--- config.mk ---
export PLATFORM = sky130hd
export DESIGN_NAME = mreg_xfer_seq
export DESIGN_NICKNAME = d
export VERILOG_FILES = /design/src/rtl/mrx_pkg.sv /design/src/rtl/mrx_pick.sv /design/src/rtl/mrx_stage.sv /design/src/rtl/mreg_xfer_seq.sv
export SDC_FILE = /design/constraint.sdc
export NUM_CORES = 1
export LEC_CHECK = 0
export BUFFER_PORTS_ARGS = -buffer_cell sky130_fd_sc_hd__buf_2
export CELL_PAD_IN_SITES_DETAIL_PLACEMENT = 1
export CELL_PAD_IN_SITES_GLOBAL_PLACEMENT = 1
export CORE_MARGIN = 4
export CORE_UTILIZATION = 50
export CTS_BUF_LIST = sky130_fd_sc_hd__clkbuf_4 sky130_fd_sc_hd__clkbuf_8
export DETAILED_ROUTE_END_ITERATION = 12
export PLACE_DENSITY_LB_ADDON = 0.1
export SLEW_MARGIN = 40
export SYNTH_ARGS = -nofsm -noshare
export SYNTH_HDL_FRONTEND = slang
export SYNTH_SLANG_ARGS = --single-unit
--- constraint.sdc ---
create_clock -name clk -period 5.5 [get_ports clk]
set_clock_uncertainty 0.2 [all_clocks]
set_input_delay 1.1 -clock clk [delete_from_list [all_inputs] [get_ports clk]]
set_output_delay 1.1 -clock clk [all_outputs]
set_load 0.01 [all_outputs]
--- src/rtl/mrx_pkg.sv ---
package mrx_pkg;
   typedef enum logic [1:0] {
      ST_IDLE,
      ST_MOVE,
      ST_COMMIT,
      ST_FINISH
   } mrx_state_e;

   localparam int DIR_BIT  = 10;
   localparam int SIZE_BIT = 6;
   localparam int MODE_LSB = 3;

   localparam logic [2:0] AM_POSTINC = 3'd3;
   localparam logic [2:0] AM_PREDEC  = 3'd4;
endpackage

--- src/rtl/mrx_pick.sv ---
// Priority picker over a pending-register bit vector: lowest set index when
// walking upward, highest set index when walking downward.
module mrx_pick #(
   parameter int N  = 16,
   parameter int IW = $clog2(N)
) (
   input  logic [N-1:0]  bits,
   input  logic          from_top,
   output logic          any,
   output logic [IW-1:0] idx,
   output logic          single
);
   if (N < 2) begin : g_bad_n
      $error("mrx_pick: N must be at least 2");
   end

   always_comb begin
      idx = '0;
      if (from_top) begin
         for (int i = 0; i < N; i++) begin
            if (bits[i]) idx = IW'(i);
         end
      end else begin
         for (int i = N - 1; i >= 0; i--) begin
            if (bits[i]) idx = IW'(i);
         end
      end
   end

   assign any    = |bits;
   assign single = any && ((bits & (bits - N'(1))) == '0);
endmodule

--- src/rtl/mrx_stage.sv ---
// Holding buffer for loaded values; registers update only after all reads.
module mrx_stage #(
   parameter int N  = 16,
   parameter int DW = 32,
   parameter int IW = $clog2(N)
) (
   input  logic          clk,
   input  logic          wr_en,
   input  logic [IW-1:0] wr_idx,
   input  logic [DW-1:0] wr_data,
   input  logic [IW-1:0] rd_idx,
   output logic [DW-1:0] rd_data
);
   logic [DW-1:0] slots [N];

   always_ff @(posedge clk) begin
      if (wr_en) slots[wr_idx] <= wr_data;
   end

   assign rd_data = slots[rd_idx];
endmodule

--- src/rtl/mreg_xfer_seq.sv ---
module mreg_xfer_seq
   import mrx_pkg::*;
#(
   parameter int NREGS = 16,
   parameter int AW    = 32,
   parameter int DW    = 32,
   parameter int IW    = $clog2(NREGS)
) (
   input  logic          clk,
   input  logic          rst_n,
   input  logic          start,
   input  logic [15:0]   op_word,
   input  logic [NREGS-1:0] reg_mask,
   input  logic [AW-1:0] ea_addr,
   input  logic [DW-1:0] base_val,
   input  logic          ext_feature,
   output logic          busy,
   output logic          done,
   output logic          fault_err,
   output logic          mem_req,
   output logic          mem_we,
   output logic          mem_long,
   output logic [AW-1:0] mem_addr,
   output logic [DW-1:0] mem_wdata,
   input  logic          mem_ack,
   input  logic          mem_fault,
   input  logic [DW-1:0] mem_rdata,
   output logic [IW-1:0] rf_raddr,
   input  logic [DW-1:0] rf_rdata,
   output logic          rf_we,
   output logic [IW-1:0] rf_waddr,
   output logic [DW-1:0] rf_wdata
);
   // elaboration-time parameter checks
   if (NREGS != 16) begin : g_bad_nregs
      $error("mreg_xfer_seq: register select encoding needs NREGS == 16");
   end
   if (IW != $clog2(NREGS)) begin : g_bad_iw
      $error("mreg_xfer_seq: IW must equal clog2(NREGS)");
   end
   if (DW <= 16) begin : g_bad_dw
      $error("mreg_xfer_seq: DW must exceed the 16-bit transfer size");
   end
   if (AW > DW || AW < 3) begin : g_bad_aw
      $error("mreg_xfer_seq: AW must fit in a register and hold a step");
   end

   localparam int HALF = NREGS / 2;

   mrx_state_e        st;
   logic [NREGS-1:0]  rem_q, cmt_q, mask_rev;
   logic [AW-1:0]     addr_q, step_a;
   logic [DW-1:0]     base_q, step_d, own_val, load_val, stage_rd;
   logic              load_q, long_q, pre_q, wb_q, ext_q;
   logic [IW-2:0]     breg_q;
   logic [IW-1:0]     base_idx;

   logic              walk_any, walk_last, cmt_any, cmt_last;
   logic [IW-1:0]     walk_idx, cmt_idx;
   logic              own_hit, stage_we;

   logic              s_load, s_pre, s_wb;
   logic [2:0]        s_mode;
   logic              unused_opbits;

   assign unused_opbits = ^{op_word[15:11], op_word[9:7]};

   // start-time decode of the instruction word
   assign s_load = op_word[DIR_BIT];
   assign s_mode = op_word[MODE_LSB +: 3];
   assign s_pre  = !s_load && (s_mode == AM_PREDEC);
   assign s_wb   = s_pre || (s_load && (s_mode == AM_POSTINC));

   // pre-decrement mask: bit j selects register NREGS-1-j
   for (genvar g = 0; g < NREGS; g++) begin : g_rev
      assign mask_rev[g] = reg_mask[NREGS-1-g];
   end

   mrx_pick #(.N(NREGS), .IW(IW)) u_walk (
      .bits(rem_q), .from_top(pre_q),
      .any(walk_any), .idx(walk_idx), .single(walk_last)
   );

   mrx_pick #(.N(NREGS), .IW(IW)) u_commit (
      .bits(cmt_q), .from_top(1'b0),
      .any(cmt_any), .idx(cmt_idx), .single(cmt_last)
   );

   assign step_a   = long_q ? AW'(4) : AW'(2);
   assign step_d   = long_q ? DW'(4) : DW'(2);
   assign base_idx = {1'b1, breg_q};
   assign own_hit  = pre_q && (walk_idx == base_idx);
   assign own_val  = ext_q ? (base_q - step_d) : base_q;
   assign load_val = long_q ? mem_rdata
                            : {{(DW-16){mem_rdata[15]}}, mem_rdata[15:0]};
   assign stage_we = (st == ST_MOVE) && mem_ack && !mem_fault && load_q;

   mrx_stage #(.N(NREGS), .DW(DW), .IW(IW)) u_stage (
      .clk(clk), .wr_en(stage_we), .wr_idx(walk_idx), .wr_data(load_val),
      .rd_idx(cmt_idx), .rd_data(stage_rd)
   );

   // port-side decode
   assign busy      = (st != ST_IDLE);
   assign done      = (st == ST_FINISH);
   assign mem_req   = (st == ST_MOVE);
   assign mem_we    = mem_req && !load_q;
   assign mem_long  = long_q;
   assign mem_addr  = addr_q;
   assign mem_wdata = own_hit ? own_val : rf_rdata;
   assign rf_raddr  = walk_idx;
   assign rf_we     = (st == ST_COMMIT) || ((st == ST_FINISH) && wb_q);
   assign rf_waddr  = (st == ST_COMMIT) ? cmt_idx : base_idx;
   assign rf_wdata  = (st == ST_COMMIT) ? stage_rd : DW'(addr_q);

   always_ff @(posedge clk or negedge rst_n) begin
      if (!rst_n) begin
         st        <= ST_IDLE;
         rem_q     <= '0;
         cmt_q     <= '0;
         addr_q    <= '0;
         base_q    <= '0;
         load_q    <= 1'b0;
         long_q    <= 1'b0;
         pre_q     <= 1'b0;
         wb_q      <= 1'b0;
         ext_q     <= 1'b0;
         breg_q    <= '0;
         fault_err <= 1'b0;
      end else begin
         fault_err <= 1'b0;
         case (st)
            ST_IDLE: begin
               if (start) begin
                  load_q <= s_load;
                  long_q <= op_word[SIZE_BIT];
                  pre_q  <= s_pre;
                  wb_q   <= s_wb;
                  ext_q  <= ext_feature;
                  breg_q <= op_word[IW-2:0];
                  addr_q <= ea_addr;
                  base_q <= base_val;
                  rem_q  <= s_pre ? mask_rev : reg_mask;
                  cmt_q  <= s_load ? reg_mask : '0;
                  st     <= (reg_mask == '0) ? ST_FINISH : ST_MOVE;
               end
            end
            ST_MOVE: begin
               if (mem_fault) begin
                  rem_q     <= '0;
                  cmt_q     <= '0;
                  fault_err <= 1'b1;
                  st        <= ST_IDLE;
               end else if (mem_ack) begin
                  rem_q[walk_idx] <= 1'b0;
                  if (pre_q) begin
                     if (!walk_last) addr_q <= addr_q - step_a;
                  end else begin
                     addr_q <= addr_q + step_a;
                  end
                  if (walk_last) st <= load_q ? ST_COMMIT : ST_FINISH;
               end
            end
            ST_COMMIT: begin
               cmt_q[cmt_idx] <= 1'b0;
               if (cmt_last) st <= ST_FINISH;
            end
            ST_FINISH: st <= ST_IDLE;
            default:   st <= ST_IDLE;
         endcase
      end
   end

   // the walker always has a register to move while a request is pending
   assert_walk_nonempty_R2: assert property (@(posedge clk) disable iff (!rst_n)
      mem_req |-> walk_any);

   assert_commit_nonempty_R7: assert property (@(posedge clk) disable iff (!rst_n)
      (st == ST_COMMIT) |-> cmt_any);

   // no register update while memory is still being accessed
   assert_no_early_write_R7: assert property (@(posedge clk) disable iff (!rst_n)
      mem_req |-> !rf_we);

   // request stays put until acknowledged or faulted
   assert_req_hold_R12: assert property (@(posedge clk) disable iff (!rst_n)
      (mem_req && !mem_ack && !mem_fault) |=> (mem_req && $stable(mem_addr) && $stable(mem_we)));

   // descending step between pre-decrement stores
   assert_predec_step_R3: assert property (@(posedge clk) disable iff (!rst_n)
      (mem_req && pre_q && mem_ack && !mem_fault && !walk_last)
      |=> (mem_addr == $past(mem_addr) - $past(step_a)));

   // a fault aborts with an error pulse and touches no register
   assert_fault_abort_R11: assert property (@(posedge clk) disable iff (!rst_n)
      (mem_req && mem_fault) |=> (!busy && !rf_we && fault_err));

   // empty mask completes right after start without memory traffic
   assert_empty_done_R10: assert property (@(posedge clk) disable iff (!rst_n)
      (!busy && start && (reg_mask == '0)) |=> (done && !mem_req));

   // completion write targets the base register only
   assert_wb_target_R4: assert property (@(posedge clk) disable iff (!rst_n)
      (done && rf_we) |-> (rf_waddr >= IW'(HALF)));
endmodule

==> results.toml <==
[yosys]
synth_area_sq_mm = 0.02763
ys_seq_elements = 619
avgSynthCellArea_sq_um = 12.38
synth_top_area_share_pct = 55.65
postSynthCellCount = 2231
synth_warnings = 0
synth_cell_types = 68
synth_nets = 2436
synth-edff-count = 512
synth_top_area_cell = "edfxtp_1"
synth-seq-area-share_pct = 65.34
async_flop_share_pct = 17.29
synth_area_leaders = "edfxtp_1, dfrtp_1, nand2_1, a21oi_1, a221oi_1"
yosys_most_used_dff = "edfxtp_1"

[clocking]
cts-root-buf = "clkbuf_8"
cts_tree = "built"
ctsHoldBuffers = 0
cts_made_buffers = 100
insertion_delay_ns = 0.70
clk_path_buf_depth = 3
htreeDepth = 3
clock_sinks = 619
clk_pin_slew_ns = 0.05

[power]
p_seq_share_pct = 28.7
p_sw_mw = 10.85
power.leakage_nw = 12.13
irDropWorstVdd_v = 0.0009870
powerDensity_mw_per_mm2 = 708.1
power_frac_clock_pct = 17.0
pwr-share-comb_pct = 54.3
switching_share_pct = 47.40
p_int_mw = 12.04

[global_route]
grt_max_degree = 65
antenna_found_initial = 11
grt_pass1_vias = 21932
grt_first_pass_wirelength_um = 136200
track_usage_pct = 30.40
grt_remaining_overflow = 0

[setup_path]
timing.rr.end = "mem_addr[30]$_DFFE_PN0P_"
critPathMaxFanout = 3
worstPathArrival_ns = 4.17
r2r_slack_ns = 1.13
reg2reg_from = "rem_q[1]$_DFFE_PN0P_"
worstSetupPathType = "flop to output pin"
required_ns = 4.20
crit_path_end_kind = "output pin"
startpoint_type = "flop"
reg2reg_depth = 11

[final_layout]
area_growth_pct = 16.97
drive_above_1_share_pct = 23.28
utilization_pct = 59.58
nets = 2765
final_common_cell = "edfxtp_1"
final_cell_mix = "edfxtp_1, nand2_1, buf_2"
stdcell_area_sq_mm = 0.03232

[timing]
setup_ws_ns = 0.02561
drv_slew = 0
hold_viol = 0
fin_crit_sh_pct = 99.53
worstMarginPinSlew_ns = 0.8004
min_period_ns = 5.474
holdWs_ns = 0.1296
slew_headroom_pct = 46.15
max_freq_ghz = 0.1827
final-setup-viol-count = 0
rsz0062_at_grt = "yes"

[outcome]
status = "finished, final reports clean"

[die]
die-width_um = 243.1
core_sq_mm = 0.05424
start_util_pct = 50.94
die_h_um = 243.1
io_pins = 277
fp-row-count = 85
dieArea_sq_mm = 0.05908

[worst_hold_path]
min_path_type = "input port to async pin"

[drt]
postRouteAntennaNets = 0
drc = 0
via_per_inst = 6.321
wl_um = 92990
drt-pass1-iter-count = 5
drtIter0Drc = 1924
post_drt_wl_per_cell_um = 27.85
num_vias = 21107

[placement]
dp_hpwl_um = 58980
portBuffers = 268
placed_area_sq_mm = 0.03022
pre_cts_ws_ns = 0.6820
gp_congestion = 0.9064

[flow_run]
cap_viol_max_count = 0
metal layers:
| layer | share of wire [%] | global-route usage [%] | vias up | wire length (um) |
|---|---|---|---|---|
| li1 | - | - | 9220 | - |
| met4 | 3.2 | 10.68 | 6 | 2930 |
| met2 | 47 | 49.89 | 989 | 44150 |
| met5 | 0.037 | 0 | - | 34 |
| met1 | 40 | 40.40 | 10694 | 37550 |
| met3 | 9.0 | 6.589 | 198 | 8324 |
metrics by stage:
step           power, mW  setup TNS, ns  instances
6_report           22.89              0       3339
5_1_grt            24.08        -0.2647       3338
4_1_cts            22.61      -0.007119       3326
3_5_place_dp       18.67              0       3142
3_3_place_gp       18.18              0       3141
2_1_floorplan      13.78              0       2231
critical path: stages (launching register included):
cell and delay (ns):
dfrtp_1 0.38, or3_4 0.39, or4_4 0.43, or2_1 0.24, or3_4 0.37, or4_4 0.56, or2_4 0.28, or4_4 0.43
xor2_2 0.16, o21ai_2 0.10, buf_2 0.15
worst max path at each step:
stage                     startpoint             to  slack, ns  cells after the start
3_3_place_gp   cmt_q[15]$_DFFE_PN0P_   rf_wdata[17]       0.73                     12
5_1_grt        base_q[4]$_DFFE_PN0P_  mem_wdata[26]      -0.10                     11
6_report       base_q[4]$_DFFE_PN0P_  mem_wdata[28]       0.03                     10
3_5_place_dp   cmt_q[15]$_DFFE_PN0P_   rf_wdata[17]       0.68                     12
4_1_cts         mem_long$_DFFE_PN0P_  mem_wdata[27]     -0.007                     14
2_1_floorplan   mem_long$_DFFE_PN0P_  mem_wdata[28]       0.76                     12
flip-flops by register name (all words and copies together), names as in the netlist:
signal         flops
base_q            32
wb_q               1
mem_long           1
rem_q             16
fault_err          1
u_stage.slots    512
pre_q              1
load_q             1
breg_q             3
ext_q              1
mem_addr          32
st                 2
cmt_q             16
final cells by class:
cell class	instances	area, sq um
timing repair buffer	349	2048
tap	696	870.8
inverter	38	142.6
clock buffer	141	1709
multi-input combinational	1452	9273
antenna	5	12.51
fill	5545	21920
clock inverter	39	209.0
sequential	619	18050
timing repair:
| item | 4_1_cts | 5_1_grt |
|---|---|---|
| setup endpoints to repair | 25 | 34 |
| setup buffers | 4 | 6 |
| gates resized for setup | 1 | 12 |
| endpoints found under the hold margin | 0 | 0 |
| pin swaps | 2 | 7 |
| cloned | 0 | 1 |
cells in the mapped netlist, types with 18 or more instances:
cell,number
edfxtp_1,512
nand2_1,366
a21oi_1,203
o21ai_0,128
dfrtp_1,107
clkbuf_1,105
nor2_1,102
a221oi_1,83
mux2i_1,68
o22ai_1,46
mux2_2,44
ha_1,38
inv_1,38
xnor2_1,34
nor3_1,27
a22oi_1,24
o22a_1,18
kinds of logic after synthesis:
family                   synth area share, %
adder cells (fa/ha/maj)                1.902
buffers and inverters                  2.196
XOR/XNOR                               1.585
flip-flops                             65.34
AND/OR/NAND/NOR                        9.397
AO/OA/AOI/OAI                          15.32
multiplexers                           4.257
power by group through the flow:
stage	Sequential [mW]	Combinational [mW]	Clock, mW
floorplan	6.27	7.51	0
global placement	6.59	11.6	0
detailed placement	6.63	12.0	0
CTS	6.53	12.1	3.93
global route	6.63	13.3	4.17
finish	6.58	12.4	3.89
Note: power is estimated with default switching activity, not from simulation.
